File: src/rtl/pkt_store_pkg.sv
package pkt_store_pkg;
  localparam int CHAP_W = 3;
  localparam int ROW_W  = 5;
  localparam int COL_W  = 6;
  localparam int DATA_W = 8;
  localparam int SLOT_W = 2;
  localparam int DESIG_W = 4;
  localparam int ADDR_W = CHAP_W + ROW_W + COL_W;

  localparam int DISP_ROWS   = 24;
  localparam int GHOST_FIRST = 24;
  localparam int GHOST_LAST  = 28;
  localparam int GHOST_CHAP  = 4;
  localparam int SVC_CHAP    = 5;
  localparam int SVC_ROW     = 23;
  localparam int VPS_ROW     = 25;

  typedef enum logic [1:0] {
    PK_ROW  = 2'd0,
    PK_SVC  = 2'd1,
    PK_VPS  = 2'd2,
    PK_NONE = 2'd3
  } pkt_kind_e;

  typedef struct packed {
    logic              keep;
    logic              tag_err;
    logic [CHAP_W-1:0] chap;
    logic [ROW_W-1:0]  row;
  } place_t;
endpackage

File: src/rtl/pkt_place_decode.sv
module pkt_place_decode
  import pkt_store_pkg::*;
(
  input  logic               ghost_mode_i,
  input  logic               vps_en_i,
  input  pkt_kind_e          kind_i,
  input  logic [ROW_W-1:0]   num_i,
  input  logic [DESIG_W-1:0] desig_i,
  input  logic [SLOT_W-1:0]  slot_i,
  output place_t             place_o
);
  logic is_disp, is_ghost, low_slot, fmt2;

  assign is_disp  = num_i < ROW_W'(DISP_ROWS);
  assign is_ghost = (num_i >= ROW_W'(GHOST_FIRST)) && (num_i <= ROW_W'(GHOST_LAST));
  assign low_slot = (slot_i >> 1) == '0;
  assign fmt2     = desig_i[DESIG_W-1:1] == {{(DESIG_W-2){1'b0}}, 1'b1};

  always_comb begin
    place_o = '0;
    unique case (kind_i)
      PK_ROW: begin
        if (is_disp && !ghost_mode_i) begin
          place_o.keep = 1'b1;
          place_o.chap = CHAP_W'(slot_i);
          place_o.row  = num_i;
        end else if (is_disp && low_slot) begin
          place_o.keep = 1'b1;
          place_o.chap = CHAP_W'(slot_i[0]);
          place_o.row  = num_i;
        end else if (is_ghost && ghost_mode_i && low_slot) begin
          place_o.keep = 1'b1;
          place_o.chap = CHAP_W'(GHOST_CHAP) + CHAP_W'(slot_i[0]);
          place_o.row  = num_i - ROW_W'(GHOST_FIRST);
        end
      end
      PK_SVC: begin
        if (ghost_mode_i && fmt2) begin
          place_o.keep = 1'b1;
          place_o.chap = CHAP_W'(SVC_CHAP);
          place_o.row  = ROW_W'(SVC_ROW);
        end
      end
      PK_VPS: begin
        if (vps_en_i) begin
          place_o.keep    = 1'b1;
          place_o.tag_err = 1'b1;
          place_o.chap    = CHAP_W'(SVC_CHAP);
          place_o.row     = ROW_W'(VPS_ROW);
        end
      end
      default: place_o = '0;
    endcase
  end
endmodule

File: src/rtl/pkt_ctx.sv
module pkt_ctx
  import pkt_store_pkg::*;
#(
  parameter int NUM_COLS = 40
) (
  input  logic             clk_i,
  input  logic             rst_ni,
  input  logic             start_i,
  input  logic             ghost_mode_i,
  input  logic             byte_valid_i,
  input  place_t           place_i,
  output place_t           place_o,
  output logic [COL_W:0]   col_o
);
  localparam logic [COL_W:0] COL_END = (COL_W+1)'(NUM_COLS);

  place_t          place_q;
  logic [COL_W:0]  col_q;

  always_ff @(posedge clk_i or negedge rst_ni) begin
    if (!rst_ni) begin
      place_q <= '0;
      col_q   <= '0;
    end else if (start_i) begin
      place_q <= place_i;
      col_q   <= '0;
    end else if (byte_valid_i && col_q < COL_END) begin
      col_q <= col_q + 1'b1;
    end
  end

  assign place_o = place_q;
  assign col_o   = col_q;

  // context only changes at packet boundaries
  assert_ctx_hold_R10: assert property (@(posedge clk_i) disable iff (!rst_ni)
    !start_i |=> $stable(place_q));

  assert_col_step_R2: assert property (@(posedge clk_i) disable iff (!rst_ni)
    (byte_valid_i && !start_i && col_q < COL_END) |=> (col_q == $past(col_q) + 1'b1));

  assert_four_page_R4: assert property (@(posedge clk_i) disable iff (!rst_ni)
    (start_i && !ghost_mode_i) |=> (!place_q.keep || place_q.tag_err ||
                                     place_q.chap < CHAP_W'(GHOST_CHAP)));
endmodule

File: src/rtl/pkt_store_router.sv
module pkt_store_router
  import pkt_store_pkg::*;
#(
  parameter int NUM_COLS = 40
) (
  input  logic              clk_i,
  input  logic              rst_ni,
  input  logic              ghost_mode_i,
  input  logic              vps_en_i,
  input  logic              pkt_start_i,
  input  logic [1:0]        pkt_kind_i,
  input  logic [4:0]        pkt_num_i,
  input  logic [3:0]        pkt_desig_i,
  input  logic [1:0]        page_slot_i,
  input  logic              byte_valid_i,
  input  logic [7:0]        byte_i,
  input  logic              biphase_err_i,
  output logic              wr_en_o,
  output logic [13:0]       wr_addr_o,
  output logic [8:0]        wr_data_o
);
  localparam logic [COL_W:0] COL_END = (COL_W+1)'(NUM_COLS);

  place_t         place_new, place_cur;
  logic [COL_W:0] col_cur;
  logic           accept;

  pkt_place_decode i_decode (
    .ghost_mode_i (ghost_mode_i),
    .vps_en_i     (vps_en_i),
    .kind_i       (pkt_kind_e'(pkt_kind_i)),
    .num_i        (pkt_num_i),
    .desig_i      (pkt_desig_i),
    .slot_i       (page_slot_i),
    .place_o      (place_new)
  );

  pkt_ctx #(.NUM_COLS(NUM_COLS)) i_ctx (
    .clk_i        (clk_i),
    .rst_ni       (rst_ni),
    .start_i      (pkt_start_i),
    .ghost_mode_i (ghost_mode_i),
    .byte_valid_i (byte_valid_i),
    .place_i      (place_new),
    .place_o      (place_cur),
    .col_o        (col_cur)
  );

  // a byte in the start cycle belongs to no packet
  assign accept = byte_valid_i && !pkt_start_i && place_cur.keep && (col_cur < COL_END);

  always_ff @(posedge clk_i or negedge rst_ni) begin
    if (!rst_ni) begin
      wr_en_o   <= 1'b0;
      wr_addr_o <= '0;
      wr_data_o <= '0;
    end else begin
      wr_en_o <= accept;
      if (accept) begin
        wr_addr_o <= {place_cur.chap, place_cur.row, col_cur[COL_W-1:0]};
        wr_data_o <= {place_cur.tag_err & biphase_err_i, byte_i};
      end
    end
  end

  assert_col_bound_R11: assert property (@(posedge clk_i) disable iff (!rst_ni)
    wr_en_o |-> (wr_addr_o[COL_W-1:0] < COL_W'(NUM_COLS)));

  assert_err_tag_R8: assert property (@(posedge clk_i) disable iff (!rst_ni)
    (wr_en_o && wr_data_o[DATA_W]) |->
      (wr_addr_o[ADDR_W-1 -: CHAP_W] == CHAP_W'(SVC_CHAP) &&
       wr_addr_o[COL_W +: ROW_W] == ROW_W'(VPS_ROW)));

  assert_strobe_src_R12: assert property (@(posedge clk_i) disable iff (!rst_ni)
    $rose(wr_en_o) |-> ($past(byte_valid_i) && !$past(pkt_start_i)));
endmodule

File: config.mk
export PLATFORM = sky130hd
export DESIGN_NAME = pkt_store_router
export DESIGN_NICKNAME = d
export VERILOG_FILES = /design/src/rtl/pkt_store_pkg.sv /design/src/rtl/pkt_place_decode.sv /design/src/rtl/pkt_ctx.sv /design/src/rtl/pkt_store_router.sv
export SDC_FILE = /design/constraint.sdc
export NUM_CORES = 1
export LEC_CHECK = 0
export CAP_MARGIN = 40
export CORE_MARGIN = 3
export CORE_UTILIZATION = 40
export DETAILED_ROUTE_END_ITERATION = 10
export GPL_TIMING_DRIVEN = 0
export PLACE_DENSITY = 0.69
export SYNTH_ARGS = -nofsm -noshare
export SYNTH_HDL_FRONTEND = slang
export SYNTH_SLANG_ARGS = --single-unit
File: constraint.sdc
create_clock -name clk_i -period 1.95 [get_ports clk_i]
set_clock_uncertainty 0.15 [all_clocks]
set_input_delay 0.585 -clock clk_i [delete_from_list [all_inputs] [get_ports clk_i]]
set_output_delay 0.585 -clock clk_i [all_outputs]
set_load 0.01 [all_outputs]
======== After elaboration in Yosys (flattened, before gate mapping) ========
Cells that the tools add are included.
word-level totals
  register bits ........................... 41
  output and inout bits ................... 24
  logic and storage cells ................. 48
cells by class
  $add $sub $neg .......................... 3
  order comparisons ....................... 4
  equality and inequality tests ........... 3
  mux-type cells .......................... 14
  bitwise operators ....................... 1
  reduce and logical (&&, ||, !) cells .... 15
operators by type and width
  operator             number
  $mux 8               4
  $pmux 8 s3           1
  $mux 7               2
  $logic_and 1x1->1    10
  $mux 10              1
  $add 7x1->7 const B  1
  $lt 7x6->1 const B   1
  $ge 5x5->1 const B   1
  $le 5x5->1 const B   1
  $lt 5x5->1 const B   1
  $mux 1               5
  $sub 5x5->5 const B  1
  $logic_not 2->1      2
  $add 3x1->3 const A  1
  $eq 3x1->1 const B   1
  $pmux 1 s3           1
  $eq 2x1->1 const B   1
  $eq 2x2->1 const B   1
  $logic_not 1->1      2
  $reduce_bool 2->1    1
  $and 1x1->1          1

======== Longest topological paths before layout ========
Gate-level depths: netlist of run 1.
  depth after elaboration ................. 8
  mapped depth ............................ 6

======== Modules after synthesis ========
A second synthesis of run 1 with hierarchy kept.
second synthesis, totals
  cell total of the unflattened synthesis .. 139
  area, all modules ....................... 1916.8 um^2
modules (own cells, without submodules)
  module            instances  cells each  area an instance (um^2)
  pkt_store_router  1          57          985.9
  pkt_ctx           1          56          725.7
  pkt_place_decode  1          26          205.2

======== Worst setup path after synthesis of run 1 ========
No wires, ideal clock.
  kind .................................... in2reg
  start point ............................. input pkt_kind_i[1]
  end point ............................... register i_ctx.place_q, in the netlist i_ctx.place_o[4]
  library setup time ...................... 0.064 ns
  arrival ................................. 1.576 ns
  path slack .............................. 0.160 ns
  stages .................................. 4
  buffers on the path ..................... 0
  path through ............................ or4b_1 -> a211oi_2 -> a211o_1 -> a22o_2
between the ends
  longest elaborated chain between the ends .. 2
  elaborated cells between the ends (all ways) .. 4
RTL lines
  element                                   RTL line                RTL
  start: declaration                        pkt_store_router.sv:11  input logic [1:0] pkt_kind_i,
  $eq 2x2->1, or another cell as far along  pkt_place_decode.sv:21  unique case (kind_i)
  $pmux 8 s3 *                              pkt_place_decode.sv:21
  end signal: assignment                    pkt_ctx.sv:25           place_q <= place_i;
  end: declaration                          pkt_ctx.sv:17           place_t place_q;
Mark *: on every way between the ends. The rest lies on a longest branch, timed or not.
A chain may end at the register's enable or synchronous reset.

======== Worst setup path in the final report of run 1 ========
  start point ............................. input pkt_desig_i[3]
  end point ............................... register i_ctx.place_q, in the netlist i_ctx.place_o[5]
between the ends
  longest elaborated chain between the ends .. 4
RTL lines
  element             RTL line                RTL
  start: declaration  pkt_store_router.sv:13  input logic [3:0] pkt_desig_i,
  $eq 3x1->1          pkt_place_decode.sv:17  assign fmt2 = desig_i[DESIG_W-1:1] == {{(DESIG_W-2){1'b0}}, 1'b1};
  $logic_and 1x1->1   pkt_place_decode.sv:38  if (ghost_mode_i && fmt2) begin
  $mux 8              pkt_place_decode.sv:38
  $pmux 8 s3          pkt_place_decode.sv:21
No other way between the ends.

==> summary.txt, run 1 <==
Global routing
  – Total GRT Usage: 0.150
  – Global route overflow: 0
  – Number of global-route vias before repair: roughly 1.4k
  – Antenna violations before repair: 0
  – First-pass GRT wire length: approximately 6000 µm
  – Largest net degree at the start of global routing: 27

CTS
  – Total clock sinks: around 40
  – Root buffer cell: clkbuf_8
  – H-tree lvl count: 2
  – CTS Buf Count: 5
  – Max Buffers Root-to-Sink: 2
  – Clk_lat worst skew: 0.29 ns
  – CTS tree: built
  – Clk pin slew, worst setup/hold paths: 0.08 ns
  – Hold buffers post-CTS: 0

Route
  – Number of vias per cell: just over 5
  – Via count: around 1.3k
  – Post-Route WL: about 3700 µm
  – ANT nets after route: 0
  – 1st-pass router iterations: 4
  – Residual DRC count: 0
  – 1st-iter DRT viols: 54
  – Average routed wire per standard cell: between 10 and 15 µm

STA
  – Worst-margin pin slew: approximately 0.42 ns
  – Hold slack: approximately 0.052 ns
  – Period utilisation layout: 0.979
  – Pins over their slew limit: 0
  – Fin. Hold Viols: 0
  – Final Setup Violations: 0
  – Slew headroom: 0.720
  – Clock period minus worst slack: roughly 1.9 ns
  – FMAX: between 500 and 600 MHz
  – Setup TNS: 0 ns
  – Slack of the critical path: 0.0412 ns

Setup path
  – Max FO, Critical Path: 3
  – Arr. time, crit path: about 1.9 ns
  – CP Data Required Time: about 2.0 ns
  – Worst r2r path cells: 4
  – Crit Path Class: in -> reg
  – R2R Path Start: i_ctx.col_o[3]
  – Reg2reg end: wr_addr_o[4]
  – Worst setup path endpoint: i_ctx.place_o[5]
  – R2r setup slk: 0.31 ns
  – Critical path capture point type: register
  – Crit path from: pkt_desig_i[3]
  – Setup crit start kind: input port

Synth
  – Post-Synth Adder-Cell Area: 0.0141
  – Synth area leaders: dfrtp_1 58%, mux2_2 11%, a221o_1 2.8%
  – Post-Synth Simple-Gate Area: 0.121
  – Synth Cell Area: approximately 1800 µm²
  – Avg Cell Area, Syn: around 13 µm²
  – Top-area cell type share of the netlist area: 0.578
  – Post-synthesis net count: 166
  – Post-Syn Instances: approximately 140
  – Synth unique cells: 34
  – Sequential fraction of the synthesis area: 0.578
  – Xor/xnor share of the synthesized area: 0.0247
  – Synth Register Bits: 41
  – Main combinational cell family by area after synthesis: multiplexers
  – Mux share of post-synthesis cell area: 0.133
  – Largest area contributor in the netlist: dfrtp_1
  – Compound-Gate Fraction of Synth Area: 0.100
  – YS warnings: 0

Pwr
  – Maximum vdd ir drop: approximately 360 µV
  – P_leak: around 0.0015 µW
  – Power consumption: approximately 2000 µW
  – Pwr dens: 794 nW/µm²

Cells and area
  – Seq. cell area: 1030 µm²
  – P&R area growth vs syn: 45.1%
  – Share of layout cells above drive strength 1: 0.248
  – Post-route cell area: ~2600 µm²
  – Filler Cells Inserted: 330
  – Multi-input combinational cell area: about 730 µm²
  – Number of diodes: 0
  – # nets final: between 200 and 250

Outcome
  – Outcome: complete, no violations

Placement
  – Buffers on Ports: 50
  – Post-Place Cell Area: between 2000 and 2500 µm²
  – Pre-CTS setup slack: -0.475 ns
  – Gpl congestion: between 0.9 and 1
  – DP HPWL: 2710 µm

Floorplan
  – # rows: 23
  – Chip height: 72.6 µm
  – Initial Util: 0.428
  – Core ar.: 4140 µm²
  – Die area: about 5300 µm²
  – Die X-Extent: between 70 and 80 µm
  – I/O pin count: 52

Worst hold path
  – Hold Path Class: in -> async

Flow run
  – Total of max-cap violations: 0
[metrics by stage]
stage	utilization	std cells
global placement	0.564	236
CTS	0.594	247
floorplan	-	136
global route	0.621	252
detailed placement	0.568	237
finish	0.621	252
[area by class of cell]
type | instances | area share
Sequential cell | 41 | 0.398
Multi-Input combinational cell | 86 | 0.285
Timing Repair Buffer | 58 | 0.237
Clock buffer | 5 | 0.0267
Tap cell | 50 | 0.0243
Buffer | 4 | 0.0131
Clock inverter | 3 | 0.00875
Inverter | 5 | 0.00729
[worst min-delay path by stage]
stage / from / to / slack [ns] / cells past startpoint
global route: rst_ni / i_ctx.place_o[9] / 0.07 / 1
floorplan: rst_ni / i_ctx.col_o[0] / 0.14 / 0
finish: rst_ni / i_ctx.place_o[9] / 0.05 / 1
detailed placement: wr_addr_o[12] / wr_addr_o[12] / 0.33 / 2
global placement: wr_data_o[8] / wr_data_o[8] / 0.31 / 2
CTS: rst_ni / i_ctx.place_o[9] / 0.06 / 1
[Yosys cell counts (all sizes together)]
library cell / n
dfrtp: 41
a21o: 1
a21boi: 1
mux2: 21
nor2: 7
a41oi: 1
or4b: 1
a211oi: 1
buf: 3
o21ai: 7
nand4bb: 1
and3: 3
ha: 2
nor2b: 4
nand3: 5
o2111a: 1
and4bb: 1
and3b: 1
and2: 2
clkbuf: 1
inv: 5
xnor2: 1
a221o: 5
a21oi: 3
nand2: 8
a22o: 1
a211o: 1
xor2: 4
nand4: 3
[power by group]
part           total (µW)  leakage, µW  switching [µW]  internal [µW]
clock                 547    0.0000364             296            251
sequential           1020     0.000546            53.9            962
combinational         480     0.000872             186            294
total                2040      0.00145             537           1510
[state kept, by name, indices dropped and copies added (netlist names)]
register / flops
wr_en_o: 1
i_ctx.place_o: 10
wr_data_o: 9
wr_addr_o: 14
i_ctx.col_o: 7
[per-layer routing]
layer / part of all wire / up-vias / track usage
li1: - / 621 / -
met1: 0.41 / 639 / 0.174
met2: 0.52 / 37 / 0.259
met3: 0.067 / 2 / 0.0427
met4: 0.0045 / 0 / 0.0656
met5: 0 / - / 0
[layout by cell type (no fill, tap or decap), types with 2 or more instances in the layout]
cell / Yosys / final
clkbuf_8: 0 / 5
nand4_1: 2 / 2
mux2_2: 18 / 18
dfrtp_1: 41 / 41
nand3_1: 5 / 5
dlygate4sd2_1: 0 / 7
and2_1: 2 / 2
mux2_1: 3 / 3
nor2b_1: 4 / 4
and3_1: 3 / 3
buf_4: 0 / 8
buf_6: 2 / 2
nor2_1: 7 / 7
o21ai_0: 6 / 5
nand2_1: 8 / 8
xor2_1: 4 / 4
dlymetal6s2s_1: 0 / 20
a221o_1: 5 / 5
inv_1: 4 / 4
clkdlybuf4s50_1: 0 / 22
a21oi_1: 3 / 2
clkinvlp_4: 0 / 3
[timing repair]
action / CTS / global route
pin swaps: 2 / 3
setup buffers: 2 / 5
setup endpoints to repair: 22 / 34
resized for setup: 12 / 23
[logic make-up after synthesis]
logic type / Yosys count
buffers and inverters: 9
adders and majority gates: 2
DFF: 41
AOI/OAI and AO/OA: 22
xor gates and xnor gates: 5
and+or+nand+nor: 36
muxes: 21
[critical path, stage by stage]
cell and delay (ns):
clkdlybuf4s50_1 0.45, and4bb_2 0.24, a21o_1 0.21, and2_1 0.18, a221o_1 0.27
Note: power is estimated with default switching activity, not from simulation.
==> run 2: changes to the inputs <==
CORE_UTILIZATION = 30   (was 40)
PLACE_DENSITY = default   (was 0.69)
==> run 2 against run 1 <==
  * Worst setup slack lost 0.0087 ns
  * Routed wire length down 3.8%
  * Sequential power about the same
  * Critical path type is now reg -> out
==> summary.txt, run 2 (synthesis gave the netlist of run 1 again) <==
Pwr
  – Net Sw Frac: 0.248
  – P_leak: roughly 0.0013 µW
  – Logic pwr share: 0.243
  – Clock network fraction of total power: 0.256
  – Sequential share of power: 0.501
  – Pwr dens: around 790 nW/µm²
  – Net Sw Power: a little over 500 µW
  – Maximum vdd ir drop: between 300 and 400 µV
  – P_int: roughly 1500 µW
  – Power consumption: about 2000 µW

Setup path
  – R2R Path Start: i_ctx.col_o[3]
  – CP Data Required Time: 1.21 ns
  – Setup crit start kind: register
  – Max FO, Critical Path: 2
  – Worst setup path endpoint: wr_addr_o[7]
  – CP peak stage delay: 0.54 ns
  – Crit path buffers/inverters: 1
  – CP Cell Sequence: clkdlybuf4s50_1
  – Worst r2r path cells: 4
  – Crit Path Class: reg -> out
  – R2r setup slk: approximately 0.3 ns
  – CP max-delay cell: clkdlybuf4s50_1
  – Top delay family on crit path: buffers and inverters
  – Reg2reg end: wr_addr_o[2]
  – Arr. time, crit path: 1.18 ns
  – Cell count along the critical path: 1
  – Critical path capture point type: output pin
  – Crit path from: wr_addr_o[7]

Cells and area
  – Most common cell after layout, fill and taps aside: dfrtp_1
  – Filler Cells Inserted: 534
  – Top reg by flops: wr_addr_o
  – Fin cells: roughly 270
  – Seq. cell area: between 1000 and 1500 µm²
  – Share of layout cells above drive strength 1: 0.244
  – P&R area growth vs syn: 45.1%
  – Number of diodes: 0
  – Most frequent cells in the layout: 41 x dfrtp_1, 34 x clkdlybuf4s50_1, 18 x mux2_2, 10 x dlymetal6s2s_1, 8 x nand2_1
  – Multi-input combinational cell area: 744 µm²
  – # nets final: 230
  – Max FFs per register: 14

Global routing
  – Total GRT Usage: 0.110
  – Number of global-route vias before repair: between 1k and 1.5k
  – Global route overflow: 0
  – Antenna violations before repair: 0
  – Largest net degree at the start of global routing: 33
  – First-pass GRT wire length: ~6300 µm

Placement
  – Buffers on Ports: 50
  – Placed cells: 259
  – Pre-CTS setup slack: -0.468 ns
  – Gpl congestion: 0.767
  – DP HPWL: between 2000 and 3000 µm

CTS
  – Clk_lat worst skew: between 0.2 and 0.3 ns
  – CTS Buf Count: 5
  – Max Buffers Root-to-Sink: 2
  – CTS tree: built
  – Total clock sinks: a little over 40
  – Hold buffers post-CTS: 0
  – H-tree lvl count: 2
  – Clk pin slew, worst setup/hold paths: ~0.07 ns
  – Root buffer cell: clkbuf_8

STA
  – Slack of the critical path: around 0.033 ns
  – Pins over their slew limit: 0
  – Slew headroom: 0.711
  – Final Setup Violations: 0
  – Worst-margin pin slew: about 0.43 ns
  – Period utilisation layout: 0.983
  – Hold slack: ~0.007 ns
  – Fin. Hold Viols: 0
  – Unrepaired setup endpoints after global routing: no
  – Clock period minus worst slack: ~1.9 ns
  – FMAX: between 500 and 600 MHz

Floorplan
  – Die X-Extent: a little over 80 µm
  – # rows: 27
  – Chip height: approximately 83 µm
  – I/O pin count: 52
  – Die area: around 7000 µm²
  – Initial Util: 0.316
  – Core ar.: around 5600 µm²

Route
  – Post-Route WL: 3600 µm
  – ANT nets after route: 0
  – 1st-pass router iterations: 3
  – 1st-iter DRT viols: 42
  – Number of vias per cell: approximately 4.7
  – Residual DRC count: 0
  – Via count: 1278
  – Average routed wire per standard cell: between 10 and 15 µm

Outcome
  – Outcome: complete, no violations

Worst hold path
  – Hold Path Class: in -> async

Flow run
  – Total of max-cap violations: 0
run 2: power groups by stage:
stage | Clock, µW | Sequential [µW] | Combinational (µW)
floorplan | 0 | 1080 | 144
global placement | 0 | 1030 | 485
detailed placement | 0 | 1040 | 493
CTS | 548 | 1020 | 497
global route | 582 | 1030 | 531
finish | 520 | 1020 | 493
run 2: worst min-delay path by stage:
stage	slack (ns)	to	cells after the start
finish	0.007	wr_addr_o[2]	1
global route	0.008	wr_addr_o[2]	1
CTS	0.005	i_ctx.col_o[6]	1
detailed placement	0.32	wr_addr_o[2]	1
global placement	0.31	wr_addr_o[13]	2
floorplan	0.14	i_ctx.col_o[0]	0
run 2: area by class of cell:
cell class | count | area share
plain buffers | 4 | 0.0131
inverters | 5 | 0.00826
repair buffers | 57 | 0.225
flip-flops and latches | 41 | 0.398
clock buffers | 8 | 0.0311
well taps | 72 | 0.0350
multi-input cells | 86 | 0.289
run 2: layer usage:
| layer | up-vias | GRT usage | routed length [µm] |
|---|---|---|---|
| li1 | 619 | - | - |
| met3 | 7 | 0.0317 | 199 |
| met1 | 610 | 0.148 | 1760 |
| met2 | 42 | 0.166 | 1570 |
| met4 | 0 | 0.0446 | 62 |
| met5 | - | 0 | 0 |
run 2: timing repair:
item,CTS,global route
resized for setup,12,17
endpoints found under the setup margin,21,37
pin swaps,2,3
setup buffers,4,2
run 2: per-stage QoR:
stage	utilization	instance area, µm²	setup TNS, ns
after global routing	0.459	2570	0
after detailed placement	0.424	2380	-12.35
final	0.459	2570	0
after global placement	0.422	2360	-50.32
after CTS	0.446	2500	0
after floorplan	-	1770	0
==> run 3: changes to the inputs <==
SLEW_MARGIN = 10   (was default)
==> results of run 3 <==
Same layout as run 2: the final DEF is identical, and so are final timing and power.
